==> config.mk <==
export PLATFORM = sky130hd
export DESIGN_NAME = sidx_decode
export DESIGN_NICKNAME = d
export VERILOG_FILES = /design/src/rtl/sidx_pkg.sv /design/src/rtl/sidx_rst_sync.sv /design/src/rtl/sidx_winoff.sv /design/src/rtl/sidx_field.sv /design/src/rtl/sidx_imm.sv /design/src/rtl/sidx_decode.sv
export SDC_FILE = /design/constraint.sdc
export NUM_CORES = 1
export LEC_CHECK = 0
export CAP_MARGIN = 20
export CORE_MARGIN = 4
export CORE_UTILIZATION = 35
export CTS_CLUSTER_SIZE = 20
export DETAILED_ROUTE_END_ITERATION = 10
export DONT_BUFFER_PORTS = 1
export GPL_TIMING_DRIVEN = 0
export HOLD_SLACK_MARGIN = 0.1
export SKIP_CTS_REPAIR_TIMING = 1
export SYNTH_ARGS = -nofsm -noshare
export SYNTH_HDL_FRONTEND = slang
export SYNTH_SLANG_ARGS = --single-unit
==> constraint.sdc <==
create_clock -name clk -period 3.4 [get_ports clk]
set_input_delay 0.17 -clock clk [delete_from_list [all_inputs] [get_ports clk]]
set_output_delay 0.17 -clock clk [all_outputs]
set_load 0.02 [all_outputs]
==> src/rtl/sidx_pkg.sv <==
package sidx_pkg;
  localparam int IDX_W     = 3;
  localparam int PHYS_W    = 6;
  localparam int DATA_W    = 32;
  localparam int BUNDLE_W  = 128;
  localparam int NUM_SLOTS = 2;
  localparam int NUM_ROLES = 3;
  localparam int IMM_CHUNK = 4;

  localparam int ROLE_DST  = 0;
  localparam int ROLE_SRC1 = 1;
  localparam int ROLE_SRC2 = 2;

  // Lowest index bit of an architectural field; its bank bit sits IDX_W above.
  function automatic int field_lsb(input int slot, input int role);
    int pos;
    pos = 4;
    if (slot == 0) begin
      case (role)
        ROLE_DST:  pos = 12;
        ROLE_SRC1: pos = 8;
        default:   pos = 4;
      endcase
    end else begin
      case (role)
        ROLE_DST:  pos = 60;
        ROLE_SRC1: pos = 16;
        default:   pos = 20;
      endcase
    end
    return pos;
  endfunction

  // Lowest bit of the upper immediate chunk; its top bit is the sign.
  function automatic int imm_hi_lsb(input int slot);
    return (slot == 0) ? 85 : 92;
  endfunction
endpackage

==> src/rtl/sidx_rst_sync.sv <==
module sidx_rst_sync (
  input  logic clk,
  input  logic rst_n,
  output logic rst_core_n
);
  logic [1:0] sync_q;

  always_ff @(posedge clk or negedge rst_n) begin
    if (!rst_n) begin
      sync_q <= 2'b00;
    end else begin
      sync_q <= {sync_q[0], 1'b1};
    end
  end

  assign rst_core_n = sync_q[1];
endmodule

==> src/rtl/sidx_winoff.sv <==
module sidx_winoff #(
  parameter int IDX_W  = 3,
  parameter int PHYS_W = 6,
  localparam int WB_W  = PHYS_W - IDX_W
) (
  input  logic              win_en,
  input  logic [WB_W-1:0]   win_base,
  output logic [PHYS_W-1:0] win_off
);
  // Base times eight; forced to zero outside windowed mode.
  always_comb begin
    if (win_en) begin
      win_off = {win_base, {IDX_W{1'b0}}};
    end else begin
      win_off = '0;
    end
  end
endmodule

==> src/rtl/sidx_field.sv <==
module sidx_field #(
  parameter int IDX_W  = 3,
  parameter int PHYS_W = 6,
  localparam int PAD_W = PHYS_W - IDX_W - 1
) (
  input  logic [IDX_W-1:0]  idx_bits,
  input  logic              bank_bit,
  input  logic [PHYS_W-1:0] win_off,
  output logic [PHYS_W-1:0] phys_idx
);
  logic [PHYS_W-1:0] arch_idx;

  // Inverted bank bit lands just above the index bits.
  assign arch_idx = {{PAD_W{1'b0}}, ~bank_bit, idx_bits};
  // Sum truncates to PHYS_W bits, which is the wrap.
  assign phys_idx = arch_idx + win_off;
endmodule

==> src/rtl/sidx_imm.sv <==
module sidx_imm #(
  parameter int CHUNK_W = 4,
  parameter int OUT_W   = 32,
  localparam int EXT_W  = OUT_W - 2 * CHUNK_W
) (
  input  logic [CHUNK_W-1:0] hi_chunk,
  input  logic [CHUNK_W-1:0] lo_chunk,
  output logic [OUT_W-1:0]   imm_val
);
  assign imm_val = {{EXT_W{hi_chunk[CHUNK_W-1]}}, hi_chunk, lo_chunk};
endmodule

==> src/rtl/sidx_decode.sv <==
module sidx_decode #(
  parameter int PHYS_W = sidx_pkg::PHYS_W,
  parameter int DATA_W = sidx_pkg::DATA_W,
  localparam int WB_W  = PHYS_W - sidx_pkg::IDX_W
) (
  input  logic              clk,
  input  logic              rst_n,
  input  logic              in_valid,
  input  logic [31:0]       bundle_w0,
  input  logic [31:0]       bundle_w1,
  input  logic [31:0]       bundle_w2,
  input  logic [31:0]       bundle_w3,
  input  logic              win_en,
  input  logic [WB_W-1:0]   win_base,
  input  logic              kind_s0,
  input  logic              kind_s1,
  output logic              out_valid,
  output logic [PHYS_W-1:0] s0_dst,
  output logic [PHYS_W-1:0] s0_src1,
  output logic [DATA_W-1:0] s0_src2,
  output logic [PHYS_W-1:0] s1_dst,
  output logic [PHYS_W-1:0] s1_src1,
  output logic [DATA_W-1:0] s1_src2
);
  import sidx_pkg::*;

  localparam int ZPAD_W = DATA_W - PHYS_W;

  logic                  rst_core_n;
  logic [BUNDLE_W-1:0]   bundle;
  logic                  unused_bundle;
  logic [PHYS_W-1:0]     win_off;
  logic [NUM_SLOTS-1:0]  kind;

  logic [NUM_SLOTS-1:0][NUM_ROLES-1:0][PHYS_W-1:0] phys_d;
  logic [NUM_SLOTS-1:0][DATA_W-1:0]                imm_d;

  // Next-state and register copies of the slot outputs.
  logic [NUM_SLOTS-1:0][PHYS_W-1:0] dst_n, dst_q;
  logic [NUM_SLOTS-1:0][PHYS_W-1:0] src1_n, src1_q;
  logic [NUM_SLOTS-1:0][DATA_W-1:0] src2_n, src2_q;
  logic                             vld_n, vld_q;
  logic                             load_en;

  sidx_rst_sync u_rst_sync (
    .clk        (clk),
    .rst_n      (rst_n),
    .rst_core_n (rst_core_n)
  );

  assign bundle        = {bundle_w3, bundle_w2, bundle_w1, bundle_w0};
  assign unused_bundle = ^bundle;
  assign kind          = {kind_s1, kind_s0};

  sidx_winoff #(
    .IDX_W  (IDX_W),
    .PHYS_W (PHYS_W)
  ) u_winoff (
    .win_en   (win_en),
    .win_base (win_base),
    .win_off  (win_off)
  );

  for (genvar s = 0; s < NUM_SLOTS; s++) begin : g_slot
    for (genvar r = 0; r < NUM_ROLES; r++) begin : g_role
      localparam int LSB = field_lsb(s, r);
      sidx_field #(
        .IDX_W  (IDX_W),
        .PHYS_W (PHYS_W)
      ) u_field (
        .idx_bits (bundle[LSB +: IDX_W]),
        .bank_bit (bundle[LSB + IDX_W]),
        .win_off  (win_off),
        .phys_idx (phys_d[s][r])
      );
    end

    localparam int LO_LSB = field_lsb(s, ROLE_SRC2);
    localparam int HI_LSB = imm_hi_lsb(s);
    sidx_imm #(
      .CHUNK_W (IMM_CHUNK),
      .OUT_W   (DATA_W)
    ) u_imm (
      .hi_chunk (bundle[HI_LSB +: IMM_CHUNK]),
      .lo_chunk (bundle[LO_LSB +: IMM_CHUNK]),
      .imm_val  (imm_d[s])
    );
  end

  // Next-state logic.
  assign load_en = in_valid;

  always_comb begin
    vld_n = in_valid;
    for (int s = 0; s < NUM_SLOTS; s++) begin
      dst_n[s]  = phys_d[s][ROLE_DST];
      src1_n[s] = phys_d[s][ROLE_SRC1];
      if (kind[s]) begin
        src2_n[s] = imm_d[s];
      end else begin
        src2_n[s] = {{ZPAD_W{1'b0}}, phys_d[s][ROLE_SRC2]};
      end
    end
  end

  // Registers.
  always_ff @(posedge clk or negedge rst_core_n) begin
    if (!rst_core_n) begin
      vld_q <= 1'b0;
    end else begin
      vld_q <= vld_n;
    end
  end

  always_ff @(posedge clk or negedge rst_core_n) begin
    if (!rst_core_n) begin
      dst_q  <= '0;
      src1_q <= '0;
      src2_q <= '0;
    end else if (load_en) begin
      dst_q  <= dst_n;
      src1_q <= src1_n;
      src2_q <= src2_n;
    end
  end

  assign out_valid = vld_q;
  assign s0_dst    = dst_q[0];
  assign s0_src1   = src1_q[0];
  assign s0_src2   = src2_q[0];
  assign s1_dst    = dst_q[1];
  assign s1_src1   = src1_q[1];
  assign s1_src2   = src2_q[1];
endmodule

==> flow_summary.ini, run 1 <==
[global_route]
grt-ovfl-total = 0
grt_max_degree = 27
grt_pass1_wl_mm = 6.858
antenna_found_initial = 0
grt_pass1_vias = 1351
track_usage = 0.1168

[timing]
min_period_over_period = 0.4937
tightest_slew_ns = 0.9002
fmax_mhz = 595.7
setup_slack_ns = 1.721
finalSetupViolCount = 0
final.min_clock_period_ns = 1.679
slew_viol_final = 0
skew_ns = 0.005818
tns_ns = 0
worst_slew_margin_rel = 0.3999
hold_viol = 0
rsz0062_at_grt = false

[synthesis]
synth.yosys.seq_area_share = 0.4682
ys_warn_count = 0
avgSynthCellArea_um2 = 11.91
syn_area_mm2 = 0.002298
post_synth_num_cell_types = 21
synth-seq-cells = 43
syn_nets = 342
syn_inst = 193

[drt]
drt_iter0_markers = 25
first_pass_iters = 2
num_vias = 1404
ant_nets = 0
drc = 0
avgViaCountPerCell = 4.588
totalWireLength_mm = 5.064
wl_per_cell_um = 16.55

[power]
p_int_mw = 0.8512
pwr-share-seq = 0.541
power_frac_clock = 0.243
peakVddDrop_mv = 0.2612
netSwitchingPower_mw = 0.4200
power_density_mw_per_mm2 = 457.4
p_leak_nw = 1.389
power_mw = 1.271
combPwrFrac = 0.216
swShare = 0.3304

[cts]
cts_tree = yes
cts_num_sinks = 43
clk_pin_slew_ns = 0.08
clk_latency_ns = 0.29
htreeDepth = 2
clk_path_buf_depth = 2
numCtsBuffers = 5
cts-root-buf = clkbuf_8

[hold_path]
hp-class = in -> reg

[flow_run]
cap_violations = 0

[setup_path]
crit_buf_inv = 1
crit_type = reg -> out
critPathMaxFanout = 26
cp_top_family = flip-flops
crit_required_ns = 3.23
end_kind = output pin
max_stage_delay_ns = 0.94
crit_chain = buf_4
cp.arrival_ns = 1.51
cp-start-kind = flop
cpMaxStageDelayCell = dfrtp_1

[place]
numPortBuffers = 0
dpl_worst_slack_ns = 2.009
globalplace.congestion = 0.6915
hpwl_mm = 3.754

[floorplanning]
rows = 29
start_util = 0.3620
ios = 226
fp.dieH_um = 89.04
die_w_um = 89.04
dieArea_mm2 = 0.007927
core_mm2 = 0.006350

[cells_and_area]
final_net_count = 377
area_growth_pct = 20.90
utilization = 0.4376
layout_commonest_cell = buf_4
n_antenna_cell = 0
regArea_mm2 = 0.001077
drive_gt1_frac = 0.3930
multi_input_area_um2 = 768.2
final_cell_mix = 48 x buf_4, 42 x dfrtp_1, 27 x dlygate4sd3_1, 14 x mux2_4
num-fill-cells = 602

[status]
status = completed
## logic make-up after synthesis
family / synth area share
AOI/OAI and AO/OA: 0.03593
xor gates and xnor gates: 0.02286
adders and majority gates: 0.06532
buffers and inverters: 0.1976
DFF: 0.4682
muxes: 0.1677
other: 0.001632
and+or+nand+nor: 0.04083
## final timing paths
path / startpoint / endpoint / slack, ns / cells past startpoint
max: s1_src2[30]$_DFFE_PN0P_ / s1_src2[18] / 1.72 / 1
min: bundle_w2[21] / s0_src2[4]$_DFFE_PN0P_ / 0.11 / 2
max reg2reg: s1_src2[30]$_DFFE_PN0P_ / s1_src2[30]$_DFFE_PN0P_ / 2.16 / 2
min reg2reg: u_rst_sync.sync_q[1]$_DFF_PN0_ / s1_src2[30]$_DFFE_PN0P_ / 0.23 / 0
max in group asynchronous: rst_n / u_rst_sync.sync_q[1]$_DFF_PN0_ / 2.62 / 2
min in group asynchronous: u_rst_sync.sync_q[1]$_DFF_PN0_ / s1_src2[30]$_DFFE_PN0P_ / 0.23 / 0
## cell usage after synthesis
library cell  count  area [um^2]
buf_2             3        15.01
xor2_1            6        52.55
inv_1            10        37.54
buf_6             3        33.78
and2_1            2        12.51
mux2i_1           4        40.04
nand2b_1          2        12.51
a21oi_1           8        40.04
nor2b_1           2        12.51
nand2_2           1        6.260
a31oi_1           2        12.51
nor2_1            8        30.03
mux2_4           14        210.2
buf_4            48        360.4
conb_1            1        3.750
ha_1             12        150.1
dfrtp_1          43         1076
mux2_2           12        135.1
clkbuf_1          2        7.510
o21ai_0           6        30.03
nand3_1           4        20.02
## per-stage QoR
step	instance area, um^2	cells	hold slack, ns
floorplan	2298	193	-0.1256
global placement	2395	270	-0.1255
detailed placement	2424	271	-0.1255
CTS	2509	279	-0.4501
global route	2779	306	0.1354
finish	2779	306	0.1129
## flip-flops by register name (all words and copies together), names as in the netlist
name and flops:
s0_src2 8, u_rst_sync.sync_q 2, s0_dst 6, s1_src2 8, s1_src1 6, s0_src1 6
s1_dst 6, out_valid 1
## final cells by class
| type | count | area share |
|---|---|---|
| Buffer | 56 | 0.1499 |
| Clock buffer | 6 | 0.02611 |
| Clock inverter | 2 | 0.004502 |
| Inverter | 10 | 0.01351 |
| Multi-Input combinational cell | 84 | 0.2765 |
| Sequential cell | 43 | 0.3877 |
| Tap cell | 77 | 0.03467 |
| Timing Repair Buffer | 28 | 0.1072 |
## per-layer routing
layer  share of wire  vias up  global-route usage
li1                -      652                   -
met5               0        -                   0
met3            0.17        5             0.06636
met1            0.36      643              0.1314
met4          0.0079        0             0.02842
met2            0.46      104              0.1930
## power groups by stage
stage,Combinational [mW],Sequential (mW),Clock [mW]
floorplan,0.221,0.682,0
global placement,0.240,0.703,0
detailed placement,0.253,0.698,0
CTS,0.253,0.690,0.324
global route,0.300,0.698,0.344
finish,0.275,0.688,0.309
Power figures use the tool's default switching activity.
==> inputs of run 2 (changes only) <==
Clock period 3.4 ns to 1.45 ns, I/O delays scaled along.
==> run 2 against run 1 <==
Compared with the run above: combinational power rose by 140%; wire length rose by 0.75%; sequential power grew 130%; total power grew 140%; critical path type unchanged; highest routed layer unchanged.
==> flow_summary.ini, run 2 (synthesized netlist as in run 1, its figures left out) <==
[cts]
cts_tree = yes
cts_num_sinks = 43
numCtsBuffers = 5
clk_latency_ns = 0.29
htreeDepth = 2
cts-root-buf = clkbuf_8
clk_pin_slew_ns = 0.08
clk_path_buf_depth = 2

[power]
p_int_mw = 2.004
p_leak_nw = 1.407
power_frac_clock = 0.242
netSwitchingPower_mw = 0.9871
peakVddDrop_mv = 0.6143
power_mw = 2.991
power_density_mw_per_mm2 = 1056
swShare = 0.3300
combPwrFrac = 0.219
pwr-share-seq = 0.539

[cells_and_area]
layout_commonest_cell = buf_4
utilization = 0.4459
final_net_count = 382
drive_gt1_frac = 0.3932
area_growth_pct = 23.19
n_antenna_cell = 0
final_cell_mix = 48 x buf_4, 40 x dfrtp_1, 32 x dlygate4sd3_1, 14 x mux2_4

[global_route]
grtUsageMet2 = 0.1930
grt_pass1_wl_mm = 6.858
track_usage = 0.1168
grt-ovfl-total = 0
grtUsageMet3 = 0.06636
antenna_found_initial = 0
grt_pass1_vias = 1351
grtUsageMet1 = 0.1314
top_usage_layer = met2
grt_max_degree = 27

[drt]
drt_iter0_markers = 36
avgViaCountPerCell = 4.576
ant_nets = 0
num_vias = 1423
totalWireLength_mm = 5.102
first_pass_iters = 2
drc = 0
wl_per_cell_um = 16.41

[setup_path]
crit_type = reg -> out
end_kind = output pin
cp.arrival_ns = 1.21
crit_required_ns = 1.38
critPathMaxFanout = 26
max_stage_delay_ns = 0.69
crit_buf_inv = 1
cp-start-kind = flop
cp_top_family = flip-flops
crit_chain = buf_4
cpMaxStageDelayCell = dfrtp_2

[floorplanning]
ios = 226
core_mm2 = 0.006350
fp.dieH_um = 89.04
start_util = 0.3620
dieArea_mm2 = 0.007927
rows = 29
die_w_um = 89.04

[timing]
rsz0062_at_grt = false
skew_ns = 0.005730
hold_viol = 0
min_period_over_period = 0.8870
fmax_mhz = 777.5
setup_slack_ns = 0.1639
finalSetupViolCount = 0
final.min_clock_period_ns = 1.286
slew_viol_final = 0

[hold_path]
hp-class = in -> reg

[status]
status = completed

[flow_run]
cap_violations = 0

[place]
dpl_worst_slack_ns = 0.1564
globalplace.congestion = 0.6915
numPortBuffers = 0
hpwl_mm = 3.754
## run 2: power groups by stage
stage | registers (mW) | logic (mW) | clock network [mW]
floorplan | 1.60 | 0.518 | 0
global placement | 1.65 | 0.563 | 0
detailed placement | 1.64 | 0.594 | 0
CTS | 1.62 | 0.593 | 0.761
global route | 1.64 | 0.713 | 0.806
finish | 1.61 | 0.654 | 0.724
## run 2: area by class of cell
class                           instances  area (um^2)
Clock inverter                          2        12.51
Multi-Input combinational cell         84        768.2
Inverter                               10        37.54
Buffer                                 56        416.7
Timing Repair Buffer                   33        347.8
Sequential cell                        43         1080
Fill cell                             601         3518
Tap cell                               77        96.34
Clock buffer                            6        72.57
## run 2: through the flow
stage | hold WS (ns) | TNS (ns) | instance area (um^2) | instances
2_1_floorplan | -0.2231 | 0 | 2298 | 193
3_3_place_gp | -0.2230 | -13.96 | 2395 | 270
3_5_place_dp | -0.2230 | 0 | 2424 | 271
4_1_cts | -0.5476 | -6.477 | 2509 | 279
5_1_grt | 0.1006 | 0 | 2831 | 311
6_report | 0.07632 | 0 | 2831 | 311
## run 2: worst paths after layout
kind | start | endpoint | slack, ns | cells past startpoint
setup / recovery | s1_src2[30]$_DFFE_PN0P_ | s1_src2[18] | 0.16 | 1
hold / removal | in_valid | s0_src2[5]$_DFFE_PN0P_ | 0.08 | 3
setup reg to reg | s1_src2[30]$_DFFE_PN0P_ | s1_src2[30]$_DFFE_PN0P_ | 0.47 | 2
hold reg to reg | u_rst_sync.sync_q[1]$_DFF_PN0_ | s1_src2[5]$_DFFE_PN0P_ | 0.23 | 0
max in group asynchronous | u_rst_sync.sync_q[1]$_DFF_PN0_ | s1_src2[2]$_DFFE_PN0P_ | 0.75 | 1
min in group asynchronous | u_rst_sync.sync_q[1]$_DFF_PN0_ | s1_src2[5]$_DFFE_PN0P_ | 0.23 | 0
## run 2: per-layer routing
metal | vias up | part of all wire
met5 | - | 0
met4 | 0 | 0.0078
met3 | 5 | 0.17
met2 | 104 | 0.46
met1 | 650 | 0.37
li1 | 664 | -
